===== config.mk =====
export PLATFORM = sky130hd
export DESIGN_NAME = brew_ctrl
export DESIGN_NICKNAME = d
export VERILOG_FILES = /design/src/rtl/brew_ctrl.sv
export SDC_FILE = /design/constraint.sdc
export NUM_CORES = 1
export LEC_CHECK = 0
export ABC_AREA = 1
export CAP_MARGIN = 5
export CORE_AREA = 2 2 50 52
export CTS_BUF_LIST = sky130_fd_sc_hd__clkbuf_4
export DETAILED_ROUTE_END_ITERATION = 6
export DIE_AREA = 0 0 52 54
export PLACE_DENSITY = 0.66
export SYNTH_ARGS = -nofsm -noshare
export SYNTH_HDL_FRONTEND = slang
export SYNTH_SLANG_ARGS = --single-unit

===== constraint.sdc =====
create_clock -name clk -period 1.1 [get_ports clk]
set_input_delay 0.22 -clock clk [delete_from_list [all_inputs] [get_ports clk]]
set_output_delay 0.22 -clock clk [all_outputs]
set_load 0.005 [all_outputs]

===== src/rtl/brew_ctrl.sv =====
module brew_ctrl #(
  parameter int BEAN_W       = 4,
  parameter int TEMP_W       = 8,
  parameter int SUGAR_W      = 3,
  parameter int COFFEE_DOSES = 3,
  parameter int HOT_DEG      = 90
) (
  input  logic               clk,
  input  logic               rst,
  input  logic               start_i,
  input  logic [BEAN_W-1:0]  beans_i,
  input  logic [TEMP_W-1:0]  temp_i,
  input  logic [SUGAR_W-1:0] sugar_i,
  input  logic               milk_i,
  input  logic               cup_i,
  output logic               grind_o,
  output logic               pour_coffee_o,
  output logic               pour_water_o,
  output logic               pour_sugar_o,
  output logic               pour_milk_o,
  output logic               heat_o,
  output logic               ready_o
);

  localparam int CW = $clog2(COFFEE_DOSES + 1);
  localparam logic [CW-1:0]     C_LAST  = CW'(COFFEE_DOSES - 1);
  localparam logic [BEAN_W-1:0] B_NEED  = BEAN_W'(COFFEE_DOSES);
  localparam logic [TEMP_W-1:0] T_HOT   = TEMP_W'(HOT_DEG);

  typedef enum logic [2:0] {
    S_IDLE, S_GRIND, S_COFFEE, S_HEATWAIT, S_WATER, S_SUGAR, S_MILK, S_READY
  } st_t;

  st_t                state, nxt;
  logic [CW-1:0]      cof_cnt;
  logic [SUGAR_W-1:0] sug_cnt, sug_req;

  wire enough_beans = beans_i >= B_NEED;
  wire water_hot    = temp_i >= T_HOT;
  wire sugar_done   = sug_cnt == sug_req;

  always_ff @(posedge clk) begin
    if (rst) state <= S_IDLE;
    else     state <= nxt;
  end

  always_ff @(posedge clk) begin
    if (rst || state == S_IDLE) begin
      cof_cnt <= '0;
      sug_cnt <= '0;
    end else begin
      if (state == S_COFFEE)                cof_cnt <= cof_cnt + 1'b1;
      if (state == S_SUGAR && !sugar_done)  sug_cnt <= sug_cnt + 1'b1;
    end
  end

  always_ff @(posedge clk) begin
    if (rst)                         sug_req <= '0;
    else if (state == S_IDLE && start_i) sug_req <= sugar_i;
  end

  always_comb begin
    unique case (state)
      S_IDLE:     nxt = start_i ? S_GRIND : S_IDLE;
      S_GRIND:    nxt = enough_beans ? S_COFFEE : S_GRIND;
      S_COFFEE:   nxt = (cof_cnt == C_LAST) ? S_HEATWAIT : S_COFFEE;
      S_HEATWAIT: nxt = water_hot ? S_WATER : S_HEATWAIT;
      S_WATER:    nxt = milk_i ? S_MILK : S_SUGAR;
      S_SUGAR:    nxt = sugar_done ? S_READY : S_SUGAR;
      S_MILK:     nxt = S_READY;
      S_READY:    nxt = cup_i ? S_READY : S_IDLE;
    endcase
  end

  always_comb begin
    unique case (state)
      S_IDLE: begin
        grind_o = 1'b0; pour_coffee_o = 1'b0; pour_water_o = 1'b0;
        pour_sugar_o = 1'b0; pour_milk_o = 1'b0; heat_o = 1'b0; ready_o = 1'b0;
      end
      S_GRIND: begin
        grind_o = 1'b1; pour_coffee_o = 1'b0; pour_water_o = 1'b0;
        pour_sugar_o = 1'b0; pour_milk_o = 1'b0; heat_o = 1'b1; ready_o = 1'b0;
      end
      S_COFFEE: begin
        grind_o = 1'b0; pour_coffee_o = 1'b1; pour_water_o = 1'b0;
        pour_sugar_o = 1'b0; pour_milk_o = 1'b0; heat_o = 1'b1; ready_o = 1'b0;
      end
      S_HEATWAIT: begin
        grind_o = 1'b0; pour_coffee_o = 1'b0; pour_water_o = 1'b0;
        pour_sugar_o = 1'b0; pour_milk_o = 1'b0; heat_o = 1'b1; ready_o = 1'b0;
      end
      S_WATER: begin
        grind_o = 1'b0; pour_coffee_o = 1'b0; pour_water_o = 1'b1;
        pour_sugar_o = 1'b0; pour_milk_o = 1'b0; heat_o = 1'b0; ready_o = 1'b0;
      end
      S_SUGAR: begin
        grind_o = 1'b0; pour_coffee_o = 1'b0; pour_water_o = 1'b0;
        pour_sugar_o = !sugar_done; pour_milk_o = 1'b0; heat_o = 1'b0; ready_o = 1'b0;
      end
      S_MILK: begin
        grind_o = 1'b0; pour_coffee_o = 1'b0; pour_water_o = 1'b0;
        pour_sugar_o = 1'b0; pour_milk_o = 1'b1; heat_o = 1'b0; ready_o = 1'b0;
      end
      S_READY: begin
        grind_o = 1'b0; pour_coffee_o = 1'b0; pour_water_o = 1'b0;
        pour_sugar_o = 1'b0; pour_milk_o = 1'b0; heat_o = 1'b0; ready_o = 1'b1;
      end
    endcase
  end

  a_r1_reset_quiet: assert property (@(posedge clk) $past(rst) |->
    !(grind_o || pour_coffee_o || pour_water_o || pour_sugar_o || pour_milk_o || heat_o || ready_o));
  a_r2_idle_hold: assert property (@(posedge clk) disable iff (rst)
    (state == S_IDLE && !start_i) |=> state == S_IDLE);
  a_r2_start_grind: assert property (@(posedge clk) disable iff (rst)
    (state == S_IDLE && start_i) |=> grind_o);
  a_r3_grind_wait: assert property (@(posedge clk) disable iff (rst)
    (grind_o && !enough_beans) |=> grind_o);
  a_r4_coffee_end: assert property (@(posedge clk) disable iff (rst)
    (pour_coffee_o && cof_cnt == C_LAST) |=> (heat_o && !pour_coffee_o));
  a_r5_water_single: assert property (@(posedge clk) disable iff (rst)
    pour_water_o |=> !pour_water_o);
  a_r6_milk_to_ready: assert property (@(posedge clk) disable iff (rst)
    pour_milk_o |=> ready_o);
  a_r7_sugar_limit: assert property (@(posedge clk) disable iff (rst)
    (state == S_SUGAR && sugar_done) |=> ready_o);
  a_r8_ready_hold: assert property (@(posedge clk) disable iff (rst)
    (ready_o && cup_i) |=> ready_o);
  a_r9_heat_cover: assert property (@(posedge clk) disable iff (rst)
    (grind_o || pour_coffee_o) |-> heat_o);
  a_r10_one_action: assert property (@(posedge clk) disable iff (rst)
    $onehot0({grind_o, pour_coffee_o, pour_water_o, pour_sugar_o, pour_milk_o, ready_o}));

endmodule


==> results of run 1 <==
[power breakdown]
group | switching, mW | internal [mW] | total [mW]
registers | 0.0149 | 0.418 | 0.433
logic | 0.170 | 0.214 | 0.383
clock network | 0.129 | 0.165 | 0.294
total | 0.313 | 0.797 | 1.11
[per-stage QoR]
| stage | instance area, µm² | power, mW | TNS, ns | std cells | hold WS, ns |
|---|---|---|---|---|---|
| global placement | 1100 | 0.693 | -3.20 | 180 | 0.458 |
| finish | 1380 | 1.11 | -1.98 | 195 | 0.480 |
| detailed placement | 1100 | 0.699 | -3.45 | 180 | 0.462 |
| CTS | 1330 | 1.10 | -2.70 | 193 | 0.481 |
| floorplan | 659 | 0.538 | 0 | 105 | 0.289 |
| global route | 1380 | 1.18 | -3.32 | 195 | 0.505 |
[area by class of cell]
class / instances / area [µm²] / area share, %
clock buffer: 4 / 30.0 / 2.18
sequential: 11 / 231 / 16.8
timing repair buffer: 56 / 484 / 35.2
tap: 30 / 37.5 / 2.73
multi-input combinational: 77 / 524 / 38.1
inverter: 17 / 68.8 / 5.00
[worst paths after layout]
| check | cells after the start | from | endpoint |
|---|---|---|---|
| worst max-delay path | 5 | sug_req[2]$_SDFFE_PP0P_ | pour_sugar_o |
| worst min-delay path | 2 | sug_req[0]$_SDFFE_PP0P_ | sug_req[0]$_SDFFE_PP0P_ |
| worst max register to register | 12 | state[1]$_SDFF_PP0_ | state[1]$_SDFF_PP0_ |
| worst min register to register | 2 | sug_req[0]$_SDFFE_PP0P_ | sug_req[0]$_SDFFE_PP0P_ |
[critical path: cells and delay by family (launching register included)]
kind / cells / cell delay [ns]
xor+xnor: 1 / 0.19
buf+inv: 2 / 0.14
flops: 1 / 0.34
simple gates: 2 / 0.21
[layer usage]
metal / global-route usage [%] / routed length (µm) / up-vias
met5: 0 / 0 / -
met4: 6.58 / 0 / 0
met3: 3.33 / 156 / 0
met2: 34.0 / 1280 / 26
met1: 15.2 / 766 / 408
li1: - / - / 449
[placed cells by master, fill, tap and decap left out, drive strengths merged, types with 2 or more instances in the layout]
| cell | count |
|---|---|
| a21oi | 9 |
| buf | 38 |
| clkbuf | 4 |
| clkdlybuf4s50 | 18 |
| dfxtp | 11 |
| ha | 2 |
| inv | 17 |
| nand2 | 30 |
| nand3 | 7 |
| nor2 | 17 |
| o21ai | 5 |
| xnor2 | 3 |
[logic make-up after synthesis]
kind of cell             after synthesis
adder cells (fa/ha/maj)                2
AND/OR/NAND/NOR                       55
XOR/XNOR                               4
buffers and inverters                 17
flip-flops                            11
AO/OA/AOI/OAI                         16
[timing repair]
item	CTS	global route
setup endpoints to repair	18	18
resized for setup	79	13
setup buffers	9	5
pin swaps	18	18
[registers in the layout, summed over array words and instances (netlist names)]
register,count
sug_req,3
state,3
sug_cnt,3
cof_cnt,2
==> key figures, run 1 <==
Place
  • Gpl congestion: 0.833
  • IO Port Bufs: 25
  • DPL Wire Length: approximately 1400 µm
  • Setup slack at placement: -0.381 ns

Power
  • Pleak: 0.646 nW
  • Worst VDD drop: 0.689 mV
  • PwrDens: just over 800 nW/µm²

Finish
  • # diodes: 0
  • Nets: 188
  • Share of post-route cells with drive strength above 1: 50.9%
  • Fill count: between 200 and 250
  • Layout area overhead: 109%
  • Post-layout util: 59.3%

Synthesis
  • Netlist cell types: 17
  • Most frequent cell after synthesis: nand2_1
  • Post-Synth XOR/XNOR Area: 5.31%
  • Synth top area share: 33.4%
  • Synth Flop Type: dfxtp_1
  • Syn nets: ~130
  • Mapped Area: around 660 µm²
  • Syn Inst Count: ~110
  • Seq/Total Area, Yosys: 33.4%
  • Yosys top cell by area: dfxtp_1
  • Syn avg cell area: 6.28 µm²
  • Adder-cell area share of the yosys netlist: 3.80%
  • Number of synthesized register bits: 11
  • Top post-synthesis cells by area: dfxtp_1, nand2_1, inv_1
  • Synthesis Warnings: 0
  • Multiplexer share of the synthesized area: 0%
  • Largest family of logic cells by synthesized area: simple AND/OR/NAND/NOR gates
  • Synth cell count leaders: nand2_1, inv_1, nor2_1
  • Synth Area in Compound Gates: between 10% and 20%
  • Simple-gate share of the synthesized area: 34.5%
  • Asr flop ratio synth: 0%
  • Number of synthesized flops with an enable pin: 0

Floorplanning
  • Die ar.: 2810 µm²
  • Core Area: ~2300 µm²
  • # rows: 18
  • Starting Density: 28.4%
  • Die H: 54 µm
  • I/O pins: 27
  • Die Width: 52 µm

CTS
  • Hold-fix buffers, CTS: 0
  • Clock tree root buffer cell: clkbuf_4
  • CTS buffer count: 3
  • # H-tree levels: 1
  • CTS tree: done
  • Clock Pin Slew Worst Setup and Hold Paths: around 0.07 ns
  • CTS sink cnt: 11
  • Clock latency on the worst-skew pair: between 0.2 and 0.3 ns
  • Maximum clock path buffer count: 2

Worst setup path
  • Crit start category: register
  • Crit-path max FO: 3
  • Crit-path slowest cell: dfxtp_2
  • Crit-path cells: xnor2_2 -> nand3_2 -> nand2_2 -> inv_2 -> buf_6
  • Kind of critical path: register to output pin
  • CP Capture Type: output pin
  • CP peak stage delay: 0.34 ns
  • CP required: 0.88 ns
  • Worst EP arrival: 1.16 ns
  • FF-to-FF setup slack: -0.19 ns

STA
  • Max Fclk: 0.726 GHz
  • Setup violations, final: 18
  • Fin crit share: 125%
  • Clock skew: 0.00401 ns
  • Final WS setup: -0.278 ns
  • Final-report hold violation count: 0
  • Final min period: 1.38 ns
  • Slew headroom: between 80 and 90%
  • RSZ-0062 raised after global routing: yes
  • Slew Limit Fails: 0
  • Worst slew pin tran: 0.196 ns

Detailed routing
  • Vias: 883
  • Drc violations: 0
  • Via-to-Cell Ratio: 4.53
  • Wire per inst: 11.3 µm
  • Post-route ant nets: 0
  • Initial DRC count: 7
  • First-pass DRT Iterations: 4
  • Final wirelength: 2210 µm

GRT
  • Initial antenna violation count: 0
  • Largest net degree at the start of global routing: 7
  • First-pass GRT wire length: 3370 µm
  • GRT Total Usage: 16.3%
  • Vias in the first global route: 874
  • Overflow after GRT: 0

Run
  • Max-Cap Viols: 0

Run status
  • Outcome: finished with violations
  • Failing checks: setup timing

Worst hold path
  • Hold/Removal Path Class: register to register
No activity file was read; power rests on OpenSTA's default activity.
==> run 2: changes to the inputs <==
--- a/config.mk
+++ b/config.mk
@@ -11,7 +11,7 @@
 export CTS_BUF_LIST = sky130_fd_sc_hd__clkbuf_4
 export DETAILED_ROUTE_END_ITERATION = 6
 export DIE_AREA = 0 0 52 54
-export PLACE_DENSITY = 0.66
+export PLACE_DENSITY = 0.64
 export SYNTH_ARGS = -nofsm -noshare
 export SYNTH_HDL_FRONTEND = slang
 export SYNTH_SLANG_ARGS = --single-unit
==> constraint.sdc (replaced) <==
create_clock -name clk -period 1.5 [get_ports clk]
set_input_delay 0.3 -clock clk [delete_from_list [all_inputs] [get_ports clk]]
set_output_delay 0.3 -clock clk [all_outputs]
set_load 0.005 [all_outputs]
==> run 2 against run 1 <==
- the flow now finishes without violations
- sequential cell count stayed put
- power shrank 32%
- sequential share of layout area is 2.6 points higher
- first-iteration DRC count up 43%
- wire length is 19% lower
- die area unchanged
- clock power decreased by 24%
- setup slack improved by 0.32 ns
- cell area shrank 14%
- core utilization shrank 8.0 points
- critical path type unchanged
- largest cell class unchanged
- largest power group unchanged
==> key figures, run 2 (synthesized netlist as in run 1, its figures left out) <==
Detailed routing
  • Wire per inst: roughly 9.5 µm
  • Post-route ant nets: 0
  • Vias: 818
  • Via-to-Cell Ratio: around 4.4
  • Initial DRC count: 10
  • First-pass DRT Iterations: 4
  • Drc violations: 0
  • Final wirelength: 1780 µm

Worst setup path
  • Crit start category: register
  • CP Launch Point: sug_req[1]$_SDFFE_PP0P_
  • Kind of critical path: register to output pin
  • CP peak stage delay: 0.34 ns
  • Crit-path slowest cell: dfxtp_2
  • CP Capture Type: output pin
  • Crit-path max FO: 2
  • Crit-path cells: xnor2_2 -> nand3_2 -> nand2_2 -> inv_2 -> clkbuf_2
  • Worst EP arrival: between 1 and 1.5 ns
  • Reg-to-reg startpoint: state[1]$_SDFF_PP0_
  • CP required: 1.20 ns

STA
  • Max Fclk: 0.687 GHz
  • Setup violations, final: 0
  • Final min period: 1.46 ns
  • Worst slew pin tran: approximately 0.27 ns
  • Final TNS setup: 0 ns
  • Slew Limit Fails: 0
  • Slew headroom: 81.7%
  • Final-report hold violation count: 0
  • Fin crit share: 97.0%
  • Clock skew: slightly above 0.003 ns

GRT
  • GRT Total Usage: ~13%
  • Overflow after GRT: 0
  • Initial antenna violation count: 0
  • First-pass GRT wire length: 2750 µm
  • Vias in the first global route: 747
  • Largest net degree at the start of global routing: 7

Run status
  • Outcome: finished, final reports clean

CTS
  • CTS sink cnt: 11
  • Clock Pin Slew Worst Setup and Hold Paths: around 0.070 ns
  • Maximum clock path buffer count: 2
  • CTS buffer count: 3
  • Hold-fix buffers, CTS: 0
  • CTS tree: done
  • # H-tree levels: 1
  • Clock latency on the worst-skew pair: 0.27 ns
  • Clock tree root buffer cell: clkbuf_4

Floorplanning
  • Die H: 54 µm
  • # rows: 18
  • I/O pins: 27
  • Starting Density: between 20% and 30%
  • Core Area: 2320 µm²
  • Die Width: 52 µm
  • Die ar.: between 2000 and 3000 µm²

Place
  • Post-DP Area: 1050 µm²
  • Inst Count DP: 174
  • IO Port Bufs: 25
  • Gpl congestion: 0.874
  • DPL Wire Length: 1330 µm

Power
  • PwrDens: 639 nW/µm²
  • Pleak: roughly 0.57 nW
  • Final Total Pwr: 0.760 mW
  • Worst VDD drop: 0.411 mV

Finish
  • Nets: 180
  • Most frequent cells in the layout: nand2_1, buf_4, clkdlybuf4s50_1
  • Final Instance Area: between 1000 and 1500 µm²
  • # diodes: 0
  • Most common cell after layout, fill and taps aside: nand2_1
  • Share of post-route cells with drive strength above 1: 36.9%
  • Largest registers: state x3, sug_cnt x3, sug_req x3
  • Post-layout util: 51.3%
  • Final non-filler cell total: 187
  • Layout area overhead: 80.5%

Run
  • Max-Cap Viols: 0

Worst hold path
  • Hold_sp: cof_cnt[0]$_SDFFE_PP0P_
  • Hold/Removal Path Class: register to register
## run 2: cell count changes in the layout (fill, tap and decap cells not counted), sizes merged
cell	before	now
dlygate4sd2	0	2
buf	38	23
clkdlybuf4s15	0	1
clkbuf	4	8
## run 2: final cells by class
cell class              count  area, µm²
inverters                  17       63.8
well taps                  30       37.5
repair buffers             48        404
flip-flops and latches     11        231
clock buffers               4       30.0
multi-input cells          77        423
fillers                   236       1130
## run 2: worst paths after layout
path / depth (start not counted) / endpoint / slack [ns]
max: 5 / pour_sugar_o / 0.04
min: 2 / cof_cnt[0]$_SDFFE_PP0P_ / 0.48
max reg2reg: 6 / cof_cnt[1]$_SDFFE_PP0P_ / 0.29
min reg2reg: 2 / cof_cnt[0]$_SDFFE_PP0P_ / 0.48
## run 2: routing by layer
metal | track usage, % | vias to the layer above | wire, µm
met2 | 25.9 | 27 | 877
li1 | - | 431 | -
met4 | 7.02 | 0 | 21
met1 | 12.9 | 355 | 720
met5 | 0 | - | 0
met3 | 3.89 | 5 | 158
## run 2: repair_timing
item                                    CTS  global route
endpoints found under the setup margin    7             7
pin swaps                                 3             9
resized for setup                        16            21
endpoints found under the hold margin     0             0
buffers inserted                          4             5
## run 2: worst max-delay path, delay by kind of cell (launching register included)
family / cells / cell delay, ns
flip-flops: 1 / 0.34
AND/OR/NAND/NOR: 2 / 0.20
XOR/XNOR: 1 / 0.21
buffers and inverters: 2 / 0.14
## run 2: where the power goes
| group | total (mW) | leakage (nW) | internal (mW) | switching [mW] |
|---|---|---|---|---|
| combinational | 0.220 | 0.461 | 0.130 | 0.0903 |
| sequential | 0.318 | 0.0934 | 0.307 | 0.0110 |
| clock | 0.222 | 0.0184 | 0.121 | 0.101 |
| total | 0.760 | 0.573 | 0.558 | 0.202 |
## run 2: through the flow
step                      hold WS [ns]  setup WS (ns)
after CTS                        0.484         -0.148
after detailed placement         0.473        -0.0746
after global placement           0.459        -0.0349
after floorplan                  0.369          0.421
after global routing             0.513        -0.0461
final                            0.479         0.0446
